[src/rtl/ingress_addr_decoder.sv]
module ingress_addr_decoder #(
  parameter int IDW         = 12,
  parameter int N_REMAP     = 4,
  parameter int FIX_ID_BASE = 16,
  parameter int ERR_ID      = 4095
) (
  input  logic                    clk,
  input  logic                    rst_n,
  input  logic                    req_valid,
  input  logic [47:0]             req_addr,
  input  logic                    mst_id_en,
  input  logic [IDW-1:0]          mst_id,
  input  logic                    cfg_we,
  input  logic [(N_REMAP>1 ? $clog2(N_REMAP) : 1)+1:0] cfg_addr,
  input  logic [47:0]             cfg_wdata,
  output logic                    rsp_vld,
  output logic                    route_vld,
  output logic                    decerr,
  output logic [IDW-1:0]          dest_id,
  output logic                    irq_stat
);
  localparam int EW   = N_REMAP > 1 ? $clog2(N_REMAP) : 1;
  localparam int CAW  = EW + 2;
  localparam int NFIX = 21;

  localparam logic [47:0] FLO [NFIX] = '{
    48'h0000_0000_0000, 48'h0000_8000_0000, 48'h0000_A400_0000, 48'h0000_B000_0000,
    48'h0000_C000_0000, 48'h0000_E000_0000, 48'h0000_F000_0000, 48'h0000_F800_0000,
    48'h0000_FC00_0000, 48'h0000_FD00_0000, 48'h0000_FE00_0000, 48'h0008_0000_0000,
    48'h0040_0000_0000, 48'h00C0_0000_0000, 48'h0100_0000_0000, 48'h0500_0000_0000,
    48'h0580_0000_0000, 48'h0600_0000_0000, 48'h0680_0000_0000, 48'h0700_0000_0000,
    48'h0780_0000_0000};
  localparam logic [47:0] FHI [NFIX] = '{
    48'h0000_7FFF_FFFF, 48'h0000_9FFF_FFFF, 48'h0000_AFFF_FFFF, 48'h0000_BFFF_FFFF,
    48'h0000_DFFF_FFFF, 48'h0000_EFFF_FFFF, 48'h0000_F7FF_FFFF, 48'h0000_F90F_FFFF,
    48'h0000_FCFF_FFFF, 48'h0000_FDFF_FFFF, 48'h0000_FFFF_FFFF, 48'h000F_FFFF_FFFF,
    48'h0047_FFFF_FFFF, 48'h00FF_FFFF_FFFF, 48'h01B7_7FFF_FFFF, 48'h057F_FFFF_FFFF,
    48'h05FF_FFFF_FFFF, 48'h067F_FFFF_FFFF, 48'h06FF_FFFF_FFFF, 48'h077F_FFFF_FFFF,
    48'h07FF_FFFF_FFFF};

  logic [47:0]    rm_base [N_REMAP];
  logic [47:0]    rm_mask [N_REMAP];
  logic [IDW-1:0] rm_dest [N_REMAP];
  logic [N_REMAP-1:0] rm_en;

  wire [1:0]    cfg_fld  = cfg_addr[1:0];
  wire [EW-1:0] cfg_ent  = cfg_addr[CAW-1:2];
  wire          irq_clr  = cfg_we && cfg_fld == 2'd3 && cfg_wdata[0];

  always_ff @(posedge clk or negedge rst_n) begin
    if (!rst_n) begin
      for (int i = 0; i < N_REMAP; i++) begin
        rm_base[i] <= '0;
        rm_mask[i] <= '0;
        rm_dest[i] <= '0;
      end
      rm_en <= '0;
    end else if (cfg_we) begin
      for (int i = 0; i < N_REMAP; i++) begin
        if (cfg_ent == EW'(i)) begin
          case (cfg_fld)
            2'd0: rm_base[i] <= cfg_wdata;
            2'd1: rm_mask[i] <= cfg_wdata;
            2'd2: begin
              rm_dest[i] <= cfg_wdata[IDW-1:0];
              rm_en[i]   <= cfg_wdata[31];
            end
            default: ;
          endcase
        end
      end
    end
  end

  logic           rm_hit, fx_hit;
  logic [IDW-1:0] rm_id, fx_id;

  always_comb begin
    rm_hit = 1'b0;
    rm_id  = '0;
    for (int i = N_REMAP - 1; i >= 0; i--) begin
      if (rm_en[i] && ((req_addr ^ rm_base[i]) & rm_mask[i]) == '0) begin
        rm_hit = 1'b1;
        rm_id  = rm_dest[i];
      end
    end
  end

  always_comb begin
    fx_hit = 1'b0;
    fx_id  = '0;
    for (int k = 0; k < NFIX; k++) begin
      if (req_addr >= FLO[k] && req_addr <= FHI[k]) begin
        fx_hit = 1'b1;
        fx_id  = IDW'(FIX_ID_BASE + k);
      end
    end
  end

  wire sp_hit = (req_addr >= 48'h0200_0000_0000 && req_addr <= 48'h0200_3FFF_FFFF) ||
                (req_addr >= 48'h0201_0000_0000 && req_addr <= 48'h03FF_FFFF_FFFF) ||
                (req_addr >= 48'h0800_0000_0000 && req_addr <= 48'h0FFF_FFFF_FFFF);

  wire            miss   = !rm_hit && !mst_id_en && !fx_hit && !sp_hit;
  wire [IDW-1:0]  nxt_id = rm_hit    ? rm_id  :
                           mst_id_en ? mst_id :
                           fx_hit    ? fx_id  :
                           sp_hit    ? IDW'(ERR_ID) : '0;

  always_ff @(posedge clk or negedge rst_n) begin
    if (!rst_n) begin
      rsp_vld   <= 1'b0;
      route_vld <= 1'b0;
      decerr    <= 1'b0;
      dest_id   <= '0;
      irq_stat  <= 1'b0;
    end else begin
      rsp_vld   <= req_valid;
      route_vld <= req_valid && !miss;
      decerr    <= req_valid && miss;
      if (req_valid) dest_id <= nxt_id;
      if (req_valid && miss) irq_stat <= 1'b1;
      else if (irq_clr)      irq_stat <= 1'b0;
    end
  end

  assert_one_cycle_R1: assert property (@(posedge clk) disable iff (!rst_n)
    req_valid |=> rsp_vld);
  assert_idle_R1: assert property (@(posedge clk) disable iff (!rst_n)
    !req_valid |=> !rsp_vld && !route_vld && !decerr);
  assert_err_no_route_R7: assert property (@(posedge clk) disable iff (!rst_n)
    decerr |-> !route_vld && rsp_vld);
  assert_irq_on_err_R8: assert property (@(posedge clk) disable iff (!rst_n)
    decerr |-> irq_stat);
  assert_irq_sticky_R8: assert property (@(posedge clk) disable iff (!rst_n)
    irq_stat && !irq_clr |=> irq_stat);
  assert_irq_clear_R9: assert property (@(posedge clk) disable iff (!rst_n)
    irq_clr && !req_valid |=> !irq_stat);
endmodule

[config.mk]
export PLATFORM = sky130hd
export DESIGN_NAME = ingress_addr_decoder
export DESIGN_NICKNAME = d
export VERILOG_FILES = /design/src/rtl/ingress_addr_decoder.sv
export SDC_FILE = /design/constraint.sdc
export NUM_CORES = 1
export LEC_CHECK = 0
export BUFFER_PORTS_ARGS = -buffer_cell sky130_fd_sc_hd__clkbuf_2
export CAP_MARGIN = 30
export CORE_ASPECT_RATIO = 0.6
export CORE_MARGIN = 2
export CORE_UTILIZATION = 35
export CTS_CLUSTER_DIAMETER = 50
export DETAILED_ROUTE_END_ITERATION = 7
export PLACE_DENSITY = 0.56
export SLEW_MARGIN = 15
export SYNTH_ARGS = -nofsm -noshare
export SYNTH_HDL_FRONTEND = slang
export SYNTH_SLANG_ARGS = --single-unit
[constraint.sdc]
create_clock -name clk -period 2.2 [get_ports clk]
set_input_delay 0.11 -clock clk [delete_from_list [all_inputs] [get_ports clk]]
set_output_delay 0.11 -clock clk [all_outputs]
set_load 0.005 [all_outputs]
==> reports/metrics.cfg <==
[critical_path]
worstRegToRegCells=10
startpoint_type=register
cpMaxStageDelayCell=or4b_4
critical_path_class=register to register
cp_top_family=compound AO/OA/AOI/OAI gates
cp_common_cell=buf_12
reg2reg_to=dest_id[5]$_DFFE_PN0P_
rrSetupSlack_ps=-500
timing.rr.start=rm_base[40]$_DFFE_PN0P_
endpoint_kind=register
slowest_delay_ps=540
required_ps=2710
cp.buffers_inverters=3
arrival_ps=3200
crit_fanout=11
crit_chain=xor2_1 > a22oi_1 > buf_4 > nand4_1 > or4b_4 > buf_12 > a2bb2o_4 > buf_12 > o211ai_1 > a41oi_2

[synth]
synth_top_family_by_area=multiplexers
synth_area_leader_cell=dfrtp_1
synth-seq-area-share_pct=54.5
synth_xor_area_share_pct=8.22
synth_edf_count=0
synth-async-reset-ratio_pct=100
synth_compound_area_share_pct=7.47
netlist_area_sq_um=20800
ys_top_cells_by_count=dfrtp_1, mux2_2, xor2_1
ys_ff_latch=452
syn-num-nets=1678
synth_area_leaders=dfrtp_1, mux2_2, xor2_1
synthAdderAreaFrac_pct=0
yosysUniqueCellTypes=64
synth.area.mux_share_pct=22.9
synthSimpleGateAreaFrac_pct=4.28
synthFlopType=dfrtp_1
ys_warn_count=0
postSynthCellCount=1561
synth_most_common_cell=dfrtp_1
avgSynthCellArea_sq_um=13.3
synth_top_area_share_pct=54.5

[sta]
finalSetupViolations=15
worst_slack_ps=-499
drv_slew=0
hold_violations=0
setup_tns_ps=-6410
hold_ws_ps=5.27
fin_skew_ps=18.6
worst_slew_pin_slew_ps=571
finalCriticalPeriod_ps=2700
slew_headroom_pct=61.9
min_period_over_period_pct=123
fmax_mhz=371
rsz0062_at_grt=true

[job]
cap_viol_max_count=0

[global_routing]
grt.total_usage_pct=21.6
grt_pass1_wl_microns=97900
grt_max_degree=81
grt_pass1_vias=14700
antenna_found_initial=4
grt.overflow.total=0

[floorplanning]
dieWidth_microns=318
coreArea_sq_um=59000
die_h_microns=193
rows=69
io_pins=133
die_area_sq_um=61400
initial_core_util_pct=35.2

[clocking]
htree_num_levels=2
cts_max_path_buffers=3
cts_tree=built
cts_buffers=45
clk_latency_ps=590
clk_pin_slew_ps=70
clkSinkCount=452
cts_root_buf=clkbuf_16

[detailed_routing]
drt.antenna.violating_nets=0
post_drt_wl_per_cell_microns=24.2
drc_errors=0
drtIter0Drc=1124
vias=14300
firstDrtPassIters=5
wirelength_microns=65600
viasPerCell=5.27

[finish]
fin_cells=2710
final_util_pct=44.1
fin_nets=2009
drive_gt1_share_pct=45.9
areaGrowthSynthToFinish_pct=25.2
n_fill_cell=5416

[placement]
globalplace.congestion=0.929
hpwl_microns=46300
dp.cells=2570
io_buffers=132

[power_and_ir_drop]
leakage_nw=11.6
p_per_area_nw_per_um2=953
ir_drop_mv=0.690

[hold_path]
min_to=rm_dest[21]$_DFFE_PN0P_
min_path_type=primary input to register
worstHoldPathCells=3
hp-start=cfg_wdata[9]

[status]
violations=negative setup slack
status=complete, but fails checks

-- layout by cell type (no fill, tap or decap), drive strengths merged, types with 3 or more instances in the layout --
cell         synthesis  routed
o211ai               7       7
or4                  4       4
a2111oi              9       9
clkinv               0       6
and3                 5       5
nand2b               6       6
a31oi               10      10
nand3b               3       3
nor2                14      14
o22ai                3       3
dlygate4sd3          0      49
buf                 55     204
or3                 11      11
dfrtp              452     452
o32ai                8       8
nor3b                3       3
o31a                 3       3
o41ai                9       9
a21boi               3       3
clkinvlp             0       4
nand4               27      27
a21oi                4       4
nand2               48      48
nand3                7       7
o21ai               23      23
o21a                 3       3
a22oi               93      93
a41oi                3       3
mux2               421     421
or2                  9       9
inv                 23      27
clkbuf              47     199
xor2               192     192
o221ai               8       8
and2                 7       7
nor3                 9       9
nor4                 7       7
-- layout make-up --
class	instances	area, sq um	share of cell area, %
Sequential cell	452	11300	43.5
Clock buffer	67	1290	4.96
Antenna cell	2	5.00	0.0193
Multi-Input combinational cell	985	9190	35.4
Inverter	23	86.3	0.332
Clock inverter	15	154	0.592
Timing Repair Buffer	385	2980	11.5
Tap cell	781	977	3.76
-- worst max-delay path by stage --
stage | slack (ps) | from | cells after the start | end
finish | -500 | rm_base[40]$_DFFE_PN0P_ | 10 | dest_id[5]$_DFFE_PN0P_
global route | -580 | rm_base[40]$_DFFE_PN0P_ | 10 | dest_id[1]$_DFFE_PN0P_
CTS | -430 | rm_base[135]$_DFFE_PN0P_ | 10 | dest_id[4]$_DFFE_PN0P_
detailed placement | -720 | rm_base[41]$_DFFE_PN0P_ | 10 | dest_id[4]$_DFFE_PN0P_
global placement | -700 | rm_base[41]$_DFFE_PN0P_ | 10 | dest_id[4]$_DFFE_PN0P_
floorplan | -0.06 | rm_base[184]$_DFFE_PN0P_ | 8 | dest_id[2]$_DFFE_PN0P_
-- where the power goes --
part	total, mW	switching (mW)	internal [mW]	leakage [nW]
Combinational	5.67	2.68	2.99	5.34
Sequential	11.4	1.17	10.2	5.53
Clock	7.71	3.48	4.23	0.695
-- worst min-delay path: cells and delay by family --
family,cells,cell delay [ps]
AO/OA/AOI/OAI,1,70
buffers and inverters,1,240
AND/OR/NAND/NOR,1,110
-- through the flow --
step                      instance area [sq um]  setup slack (ps)  power [mW]
after global routing                      26000              -578        26.0
after global placement                    23700              -704        16.7
after floorplan                           20800           -0.0580        14.2
after CTS                                 25800              -427        24.8
final                                     26000              -499        24.8
after detailed placement                  23700              -718        16.9
-- repair_timing --
| action | CTS | global route |
|---|---|---|
| endpoints found under the hold margin | 680 | 0 |
| gates resized for setup | 39 | 21 |
| hold buffers | 49 | 0 |
| setup endpoints to repair | 15 | 15 |
| setup buffers | 2 | 4 |
| gates cloned | 1 | 1 |
| pin swaps | 13 | 20 |
-- registers in the layout (all words and copies together), names as in the netlist --
register   flops
dest_id       12
rm_base      192
route_vld      1
rm_mask      192
rm_dest       48
irq_stat       1
rm_en          4
decerr         1
rsp_vld        1
-- cell families after synthesis --
group	count (synthesis)
AO/OA/AOI/OAI	205
XOR/XNOR	194
AND/OR/NAND/NOR	163
flip-flops	452
buffers and inverters	125
multiplexers	422
-- routing by layer --
metal	routed length (microns)	vias up	global-route usage [%]
met4	1200	0	4.72
li1	-	6329	-
met3	3940	75	4.36
met5	0	-	0
met1	33500	7496	33.0
met2	27000	373	31.2
Note: power is estimated with default switching activity, not from simulation.
